<file path="src/rtl/bcd_seg_blanker.sv">
module bcd_seg_blanker #(
  parameter bit REG_OUT = 1'b0
) (
  input  logic       clk,
  input  logic       rst,
  input  logic [3:0] digit,
  input  logic       show_en,
  input  logic       blank_in_n,
  output logic [6:0] seg,
  output logic       blank_out_n
);

  logic [6:0] glyph;
  logic [6:0] seg_d;
  logic       bo_d;

  // bit 6 = a ... bit 0 = g
  always_comb begin
    case (digit)
      4'd0:    glyph = 7'b1111110;
      4'd1:    glyph = 7'b0110000;
      4'd2:    glyph = 7'b1101101;
      4'd3:    glyph = 7'b1111001;
      4'd4:    glyph = 7'b0110011;
      4'd5:    glyph = 7'b1011011;
      4'd6:    glyph = 7'b0011111;
      4'd7:    glyph = 7'b1110000;
      4'd8:    glyph = 7'b1111111;
      4'd9:    glyph = 7'b1110011;
      default: glyph = 7'b0000000;
    endcase
  end

  wire zero_sup = show_en && !blank_in_n && (digit == 4'd0);
  wire lamp     = !show_en && !blank_in_n;

  assign seg_d = lamp ? 7'h7F : (!show_en || zero_sup) ? 7'h00 : glyph;
  assign bo_d  = !(lamp || zero_sup);

  generate
    if (REG_OUT) begin : g_reg
      logic [6:0] seg_q;
      logic       bo_q;
      always_ff @(posedge clk) begin
        if (rst) begin
          seg_q <= 7'h00;
          bo_q  <= 1'b1;
        end else begin
          seg_q <= seg_d;
          bo_q  <= bo_d;
        end
      end
      assign seg         = seg_q;
      assign blank_out_n = bo_q;

      assert_reset_blank_R8: assert property (@(posedge clk)
        rst |=> (seg == 7'h00 && blank_out_n));
      assert_lamp_test_R1: assert property (@(posedge clk) disable iff (rst)
        (!show_en && !blank_in_n) |=> (seg == 7'h7F && !blank_out_n));
      assert_forced_blank_R2: assert property (@(posedge clk) disable iff (rst)
        (!show_en && blank_in_n) |=> (seg == 7'h00 && blank_out_n));
      assert_zero_sup_R4: assert property (@(posedge clk) disable iff (rst)
        (show_en && !blank_in_n && digit == 4'd0) |=> (seg == 7'h00 && !blank_out_n));
      assert_illegal_blank_R6: assert property (@(posedge clk) disable iff (rst)
        (show_en && digit > 4'd9) |=> (seg == 7'h00 && blank_out_n));
      assert_digit_chain_R5: assert property (@(posedge clk) disable iff (rst)
        (show_en && digit != 4'd0 && digit <= 4'd9) |=> (blank_out_n && seg != 7'h00));
    end else begin : g_comb
      assign seg         = seg_d;
      assign blank_out_n = bo_d;

      assert_lamp_test_R1: assert property (@(posedge clk) disable iff (rst)
        (!show_en && !blank_in_n) |-> (seg == 7'h7F && !blank_out_n));
      assert_forced_blank_R2: assert property (@(posedge clk) disable iff (rst)
        (!show_en && blank_in_n) |-> (seg == 7'h00 && blank_out_n));
      assert_zero_sup_R4: assert property (@(posedge clk) disable iff (rst)
        (show_en && !blank_in_n && digit == 4'd0) |-> (seg == 7'h00 && !blank_out_n));
      assert_illegal_blank_R6: assert property (@(posedge clk) disable iff (rst)
        (show_en && digit > 4'd9) |-> (seg == 7'h00 && blank_out_n));
      assert_digit_chain_R5: assert property (@(posedge clk) disable iff (rst)
        (show_en && digit != 4'd0 && digit <= 4'd9) |-> (blank_out_n && seg != 7'h00));
    end
  endgenerate

endmodule

</file>
<file path="config.mk">
export PLATFORM = sky130hd
export DESIGN_NAME = bcd_seg_blanker
export DESIGN_NICKNAME = d
export VERILOG_FILES = /design/src/rtl/bcd_seg_blanker.sv
export SDC_FILE = /design/constraint.sdc
export NUM_CORES = 1
export LEC_CHECK = 0
export BUFFER_PORTS_ARGS = -buffer_cell sky130_fd_sc_hd__buf_2
export CAP_MARGIN = 20
export CELL_PAD_IN_SITES_DETAIL_PLACEMENT = 1
export CELL_PAD_IN_SITES_GLOBAL_PLACEMENT = 1
export CORE_AREA = 4 4 41 43
export DETAILED_ROUTE_END_ITERATION = 10
export DIE_AREA = 0 0 45 47
export GPL_ROUTABILITY_DRIVEN = 0
export GPL_TIMING_DRIVEN = 0
export MAX_ROUTING_LAYER = met4
export PLACE_DENSITY_LB_ADDON = 0.1
export SYNTH_ARGS = -nofsm -noshare
export SYNTH_HDL_FRONTEND = slang
export SYNTH_SLANG_ARGS = --single-unit
export TNS_END_PERCENT = 5
</file>
<file path="constraint.sdc">
create_clock -name vclk -period 2.4
set_clock_uncertainty 0.2 [all_clocks]
set_input_delay 0.24 -clock vclk [all_inputs]
set_output_delay 0.24 -clock vclk [all_outputs]
set_load 0.005 [all_outputs]
</file>
==> impl_metrics.py, run 1 <==
metrics = {
    "critical_path": {
        "path_max_fanout": 5,
        "crit_type": "primary input to primary output",
        "endpoint_kind": "primary output",
        "path_delay_family": "simple AND/OR/NAND/NOR gates",
        "worst-endpoint-arrival_ps": 1600,
        "critPathMaxStageDelay_ps": 420,
        "startpoint_type": "primary input",
        "worst-endpoint-required_ps": 1960,
        "worst-path-buf-inv": 3,
        "cp_cell_sequence": "buf_2, inv_1, ha_1, nor4b_2, a21oi_1, a31o_2, buf_2",
        "crit_end": "seg[5]",
        "startpoint": "digit[0]",
        "path_depth": 7,
        "crit_top_cell": "buf_2",
        "cp_slowest_cell": "nor4b_2",
    },
    "logic_synthesis": {
        "avgSynthCellArea_um2": 6.74,
        "synth.net_count": 56,
        "synthAdderAreaFrac": 0.169,
        "synth-compound-area-share": 0.371,
        "synth_cell_types": 17,
        "syn-cell-area_um2": 297,
        "ys_seq_area_frac": 0,
        "synth_simple_gate_area_frac": 0.363,
        "netlist_instances": 44,
        "synth_top_family_by_area": "compound AO/OA/AOI/OAI gates",
        "yosysWarnings": 0,
        "synth_xor_xnor_area_share": 0,
        "synthMuxAreaShare": 0,
    },
    "placed_design": {
        "port-buffer-count": 14,
        "hpwl_um": 736,
    },
    "timing": {
        "relSlewSlack": 0.712,
        "hold_viol": 0,
        "tightest_slew_ps": 431,
        "maxSlewViolCount": 0,
        "period_share": 0.851,
        "whs_ps": 609,
        "finalCriticalPeriod_ps": 2040,
        "fin_setup_tns_ps": 0,
        "rsz0062_at_grt": "no",
        "max_freq_ghz": 0.490,
        "setup_viol": 0,
    },
    "cells_and_area": {
        "area_growth_pct": 30.0,
        "fin_nets": 72,
        "fill_cells": 184,
        "diodes": 0,
        "final_util": 0.296,
        "seq_cells": 0,
        "seqCellArea_um2": 0,
        "drive_gt1_frac": 0.362,
        "clkbuf_count": 0,
    },
    "outcome": {
        "status": "complete, no violations",
    },
    "floorplan": {
        "start_util": 0.228,
        "core-area_um2": 1300,
        "die_area_um2": 2120,
        "die_y_um": 47,
        "rows": 13,
        "die_w_um": 45,
        "ios": 16,
    },
    "routing": {
        "drtPass1Iterations": 2,
        "totalWireLength_um": 881,
        "via_count": 360,
        "vias_per_cell": 4.93,
        "post-route-drc-count": 0,
        "routedWlPerCell_um": 12.1,
        "first_iter_violations": 4,
        "ant_nets": 0,
    },
    "power_and_ir_drop": {
        "ir_worst_vdd_v": 0.0000442,
        "power_leakage_nw": 0.188,
        "power_density_nw_per_um2": 176,
    },
    "worst_hold_path": {
        "whs_path_depth": 3,
        "min_path_type": "primary input to primary output",
    },
    "cts": {
        "postCtsSetupBuffers": 0,
        "cts-hold-fix-buffers": 0,
        "cts_resized": 0,
    },
    "flow_run": {
        "cap_violations": 0,
    },
    "global_route": {
        "grt_max_degree": 11,
        "grt_pass1_wl_um": 1510,
        "first_global_vias": 378,
        "gr-total-overflow": 0,
        "grt.total_usage": 0.0934,
        "antenna_found_initial": 0,
    },
}
metrics by stage:
step,setup slack (ps),instance area (um2),total power [mW],instances
final,358,385,0.0678,73
after detailed placement,333,385,0.0688,73
after global placement,329,385,0.0692,73
after CTS,327,385,0.0691,73
after floorplan,815,297,0.0411,44
after global routing,207,385,0.0768,73
layout by cell type, fill, tap and decap left out, drive strengths merged:
master | synthesis | routed
buf | 3 | 17
nor2b | 1 | 1
nand2 | 6 | 6
or2 | 2 | 2
a21o | 3 | 3
a21oi | 4 | 4
nand2b | 4 | 4
a211oi | 4 | 4
ha | 4 | 4
a31o | 2 | 2
o311a | 2 | 2
nor3b | 1 | 1
nor4b | 1 | 1
nor2 | 5 | 5
inv | 2 | 2
cells in the mapped netlist:
| cell type | n | area, um2 |
|---|---|---|
| a211oi_1 | 4 | 30.0 |
| or2_1 | 1 | 6.26 |
| ha_1 | 4 | 50.1 |
| nand2_1 | 6 | 22.5 |
| buf_6 | 1 | 11.3 |
| nor2b_1 | 1 | 6.26 |
| inv_1 | 2 | 7.51 |
| buf_2 | 2 | 10.0 |
| nand2b_1 | 4 | 25.0 |
| or2_2 | 1 | 6.26 |
| a21oi_1 | 4 | 20.0 |
| o311a_1 | 2 | 20.0 |
| nor4b_2 | 1 | 15.0 |
| a31o_2 | 2 | 17.5 |
| a21o_1 | 3 | 22.5 |
| nor3b_1 | 1 | 7.51 |
| nor2_1 | 5 | 18.8 |
area by class of cell:
class,instances,area (um2),share of cell area
buffer,3,21.3,0.0552
tap,15,18.8,0.0487
timing repair buffer,14,70.1,0.182
inverter,2,7.51,0.0195
multi-input combinational,39,268,0.695
cell families (layout without fill, tap and decap cells):
group | after synthesis | count (layout)
fa+ha+maj | 4 | 4
buf+inv | 5 | 19
compound gates | 15 | 15
simple gates | 20 | 20
worst min-delay path by stage:
stage / start / endpoint
final: blank_in_n / blank_out_n
after global placement: blank_in_n / blank_out_n
after CTS: blank_in_n / blank_out_n
after detailed placement: blank_in_n / blank_out_n
after global routing: blank_in_n / blank_out_n
after floorplan: blank_in_n / blank_out_n
where the power goes:
group          internal, mW  total [mW]  switching, mW  leakage (nW)
Combinational        0.0336      0.0678         0.0342         0.188
Sequential                0           0              0             0
Clock                     0           0              0             0
per-layer routing:
metal,track usage,part of all wire,vias up
met5,-,0,-
met4,0,0,0
met3,0,0.034,0
met2,0.164,0.46,7
met1,0.128,0.51,167
li1,-,-,186
Note: power is estimated with default switching activity, not from simulation.
==> inputs of run 2 (changes only) <==
==> constraint.sdc (replaced) <==
create_clock -name vclk -period 1.7
set_clock_uncertainty 0.2 [all_clocks]
set_input_delay 0.17 -clock vclk [all_inputs]
set_output_delay 0.17 -clock vclk [all_outputs]
set_load 0.005 [all_outputs]
==> run 2 against run 1 <==
Utilization is 5.0 points higher. Via count is 1.7% higher. Combinational power is 68% higher. Global-route usage is 0.49 points higher. Worst hold slack worse by 120 ps. Critical path type unchanged. Largest cell class unchanged.
==> impl_metrics.py, run 2 (synthesis results as in run 1) <==
metrics = {
    "outcome": {
        "status": "complete, no violations",
    },
    "cells_and_area": {
        "fin_nets": 74,
        "diodes": 0,
        "seq_cells": 0,
        "seqCellArea_um2": 0,
        "mostFrequentLayoutCells": "buf_2, nand2_1, nor2_1",
        "multiInputGateArea_um2": 300,
        "layoutNonFillerInstCount": 75,
        "fill_cells": 176,
        "clkbuf_count": 0,
        "final_common_cell": "buf_2",
        "drive_gt1_frac": 0.483,
        "area_growth_pct": 51.9,
    },
    "floorplan": {
        "die_w_um": 45,
        "core-area_um2": 1300,
        "start_util": 0.228,
        "die_y_um": 47,
        "rows": 13,
        "die_area_um2": 2120,
        "ios": 16,
    },
    "critical_path": {
        "worst-endpoint-required_ps": 1330,
        "crit_type": "primary input to primary output",
        "startpoint_type": "primary input",
        "endpoint_kind": "primary output",
        "worst-endpoint-arrival_ps": 1260,
        "path_max_fanout": 10,
    },
    "global_route": {
        "first_global_vias": 385,
        "gr-total-overflow": 0,
        "grt_max_degree": 11,
        "grt.total_usage": 0.0983,
        "antenna_found_initial": 0,
        "grt_pass1_wl_um": 1570,
    },
    "power_and_ir_drop": {
        "power_density_nw_per_um2": 252,
        "power_leakage_nw": 0.208,
        "ir_worst_vdd_v": 0.0000950,
        "p_int_mw": 0.0585,
        "power_switching_mw": 0.0551,
        "clkPwrFrac": 0,
        "power_switching_share": 0.485,
        "combinationalPowerShare": 1.000,
        "sequentialPowerShare": 0,
    },
    "worst_hold_path": {
        "whs_endpoint": "blank_out_n",
        "hold_start": "blank_in_n",
        "whs_path_depth": 3,
        "min_path_type": "primary input to primary output",
    },
    "timing": {
        "max_freq_ghz": 0.614,
        "period_share": 0.958,
        "relSlewSlack": 0.772,
        "setup_viol": 0,
        "maxSlewViolCount": 0,
        "fin_setup_tns_ps": 0,
        "tightest_slew_ps": 341,
        "finalCriticalPeriod_ps": 1630,
        "hold_viol": 0,
    },
    "placed_design": {
        "hpwl_um": 736,
        "dp_cells": 73,
        "port-buffer-count": 14,
    },
    "flow_run": {
        "cap_violations": 0,
    },
    "routing": {
        "drtPass1Iterations": 1,
        "post-route-drc-count": 0,
        "totalWireLength_um": 964,
        "via_count": 366,
        "first_iter_violations": 0,
        "ant_nets": 0,
        "vias_per_cell": 4.88,
        "routedWlPerCell_um": 12.9,
    },
    "cts": {
        "cts-hold-fix-buffers": 0,
    },
}
## run 2: layout make-up
| class | instances | share of cell area |
|---|---|---|
| Buffer | 3 | 0.0472 |
| Timing Repair Buffer | 16 | 0.217 |
| Inverter | 2 | 0.0278 |
| Multi-Input combinational cell | 39 | 0.667 |
| Tap cell | 15 | 0.0417 |
## run 2: worst max-delay path by stage
stage                  start      to  slack, ps  depth (start not counted)
floorplan           digit[0]  seg[4]        250                          5
global placement    digit[0]  seg[5]       -230                          7
detailed placement  digit[0]  seg[4]       -230                          7
CTS                 digit[1]  seg[5]         20                          7
global route        digit[0]  seg[2]         -5                          8
finish              digit[2]  seg[0]         70                          6
## run 2: power by group through the flow
| stage | Clock, mW | Combinational [mW] | Sequential (mW) |
|---|---|---|---|
| CTS | 0 | 0.104 | 0 |
| floorplan | 0 | 0.0580 | 0 |
| detailed placement | 0 | 0.0971 | 0 |
| global route | 0 | 0.126 | 0 |
| finish | 0 | 0.114 | 0 |
| global placement | 0 | 0.0977 | 0 |
## run 2: routing by layer
layer  routed length [um]  GRT usage  up-vias
met2                  476      0.181        7
met3                   25          0        0
li1                     -          -      189
met5                    0          -        -
met1                  462      0.128      170
met4                    0          0        0
## run 2: critical path, cell delays in order
cell and delay, ps:
buf_2 120, buf_6 140, or2_4 260, a21o_1 210, a211oi_1 220, buf_2 140
## run 2: repair_timing
item                                   4_1_cts  5_1_grt
buffers inserted                             1        1
setup endpoints to repair                    7        4
pin swaps                                    1        2
gates cloned                                 0        0
endpoints found under the hold margin        0        0
gates resized for setup                      5        9
## run 2: through the flow
step | setup slack (ps) | cell area (um2) | hold slack [ps] | utilization | power, mW
finish | 71.6 | 450 | 487 | 0.346 | 0.114
global route | -4.87 | 450 | 527 | 0.346 | 0.126
CTS | 20.7 | 414 | 489 | 0.318 | 0.104
detailed placement | -227 | 385 | 463 | 0.296 | 0.0971
global placement | -231 | 385 | 462 | 0.296 | 0.0977
floorplan | 255 | 297 | 213 | - | 0.0580
==> inputs of run 3 (changes only) <==
--- a/config.mk
+++ b/config.mk
@@ -15,7 +15,7 @@
 export GPL_ROUTABILITY_DRIVEN = 0
 export GPL_TIMING_DRIVEN = 0
 export MAX_ROUTING_LAYER = met4
-export PLACE_DENSITY_LB_ADDON = 0.1
+export PLACE_DENSITY_LB_ADDON = 0.15
 export SYNTH_ARGS = -nofsm -noshare
 export SYNTH_HDL_FRONTEND = slang
 export SYNTH_SLANG_ARGS = --single-unit
==> run 3 against run 2 <==
Flip-flop and latch count unchanged. Cell area fell by 6.9%. Largest power group unchanged. Utilization shrank 2.4 points. Global-route usage is 1.2 points lower. Die area is the same.
==> impl_metrics.py, run 3 (synthesis results as in run 1) <==
metrics = {
    "timing": {
        "setup_viol": 0,
        "period_share": 0.976,
        "max_freq_ghz": 0.603,
        "rsz0062_at_grt": "yes",
        "worst_slack_ps": 41.4,
        "maxSlewViolCount": 0,
        "hold_viol": 0,
        "tightest_slew_ps": 313,
        "finalCriticalPeriod_ps": 1660,
        "relSlewSlack": 0.790,
    },
    "outcome": {
        "status": "complete, no violations",
    },
    "cells_and_area": {
        "final_common_cell": "buf_2",
        "final_util": 0.322,
        "seqCellArea_um2": 0,
        "drive_gt1_frac": 0.466,
        "diodes": 0,
        "mostFrequentLayoutCells": "buf_2, nand2_1, nor2_1",
        "fin_nets": 72,
        "fill_cells": 176,
        "fin_area_um2": 419,
        "clkbuf_count": 0,
        "area_growth_pct": 41.4,
        "seq_cells": 0,
        "layoutNonFillerInstCount": 73,
        "multiInputGateArea_um2": 302,
    },
    "global_route": {
        "grt_pass1_wl_um": 1350,
        "grt_max_degree": 11,
        "first_global_vias": 306,
        "grt.total_usage": 0.0861,
        "gr-total-overflow": 0,
        "antenna_found_initial": 0,
    },
    "placed_design": {
        "dp_cells": 73,
        "port-buffer-count": 14,
        "dp_slack_ps": -195,
        "hpwl_um": 733,
        "placed_area_um2": 385,
    },
    "floorplan": {
        "ios": 16,
        "core-area_um2": 1300,
        "die_area_um2": 2120,
        "rows": 13,
        "die_w_um": 45,
        "die_y_um": 47,
        "start_util": 0.228,
    },
    "routing": {
        "routedWlPerCell_um": 12.9,
        "via_count": 364,
        "ant_nets": 0,
        "first_iter_violations": 5,
        "totalWireLength_um": 942,
        "vias_per_cell": 4.99,
        "post-route-drc-count": 0,
        "drtPass1Iterations": 4,
    },
    "critical_path": {
        "crit_type": "primary input to primary output",
        "worst-endpoint-arrival_ps": 1290,
        "worst-endpoint-required_ps": 1330,
        "startpoint_type": "primary input",
        "path_max_fanout": 10,
        "endpoint_kind": "primary output",
    },
    "worst_hold_path": {
        "whs_path_depth": 3,
        "min_path_type": "primary input to primary output",
        "hold_start": "blank_in_n",
        "whs_endpoint": "blank_out_n",
    },
    "flow_run": {
        "cap_violations": 0,
    },
    "cts": {
        "cts_resized": 5,
        "cts-hold-fix-buffers": 0,
        "postCtsSetupBuffers": 0,
    },
    "power_and_ir_drop": {
        "power_density_nw_per_um2": 253,
        "ir_worst_vdd_v": 0.0000694,
        "power_mw": 0.106,
        "power_leakage_nw": 0.192,
    },
}
-- run 3: cell type report --
type / count / area share
inverter: 2 / 0.0179
buffer: 3 / 0.0507
multi-input combinational: 39 / 0.719
tap: 15 / 0.0448
timing repair buffer: 14 / 0.167
-- run 3: worst max-delay path by stage --
| stage | from | end | slack (ps) | cells after the start |
|---|---|---|---|---|
| floorplan | digit[0] | seg[4] | 250 | 5 |
| global placement | digit[1] | seg[4] | -170 | 7 |
| detailed placement | digit[1] | seg[5] | -190 | 7 |
| CTS | digit[1] | seg[5] | 30 | 7 |
| global route | digit[1] | seg[4] | -8 | 7 |
| finish | digit[2] | seg[6] | 40 | 6 |
-- run 3: report_power, final --
part	total, mW	switching [mW]	internal, mW
clock network	0	0	0
logic	0.106	0.0540	0.0520
registers	0	0	0
total	0.106	0.0540	0.0520
-- run 3: per-layer routing --
layer | GRT usage | vias up | wire length [um]
li1 | - | 188 | -
met1 | 0.112 | 168 | 430
met2 | 0.155 | 8 | 469
met3 | 0.00383 | 0 | 42
met4 | 0 | 0 | 0
met5 | - | - | 0
-- run 3: through the flow --
stage	hold slack, ps	TNS, ps
after floorplan	213	0
after global placement	456	-580
after detailed placement	456	-716
after CTS	479	0
after global routing	513	-11.4
final	474	0
-- run 3: worst max-delay path, cell delays in order --
cell and delay (ps):
buf_2 130, buf_6 140, or2_1 270, a21o_1 210
a211oi_1 220, buf_2 150
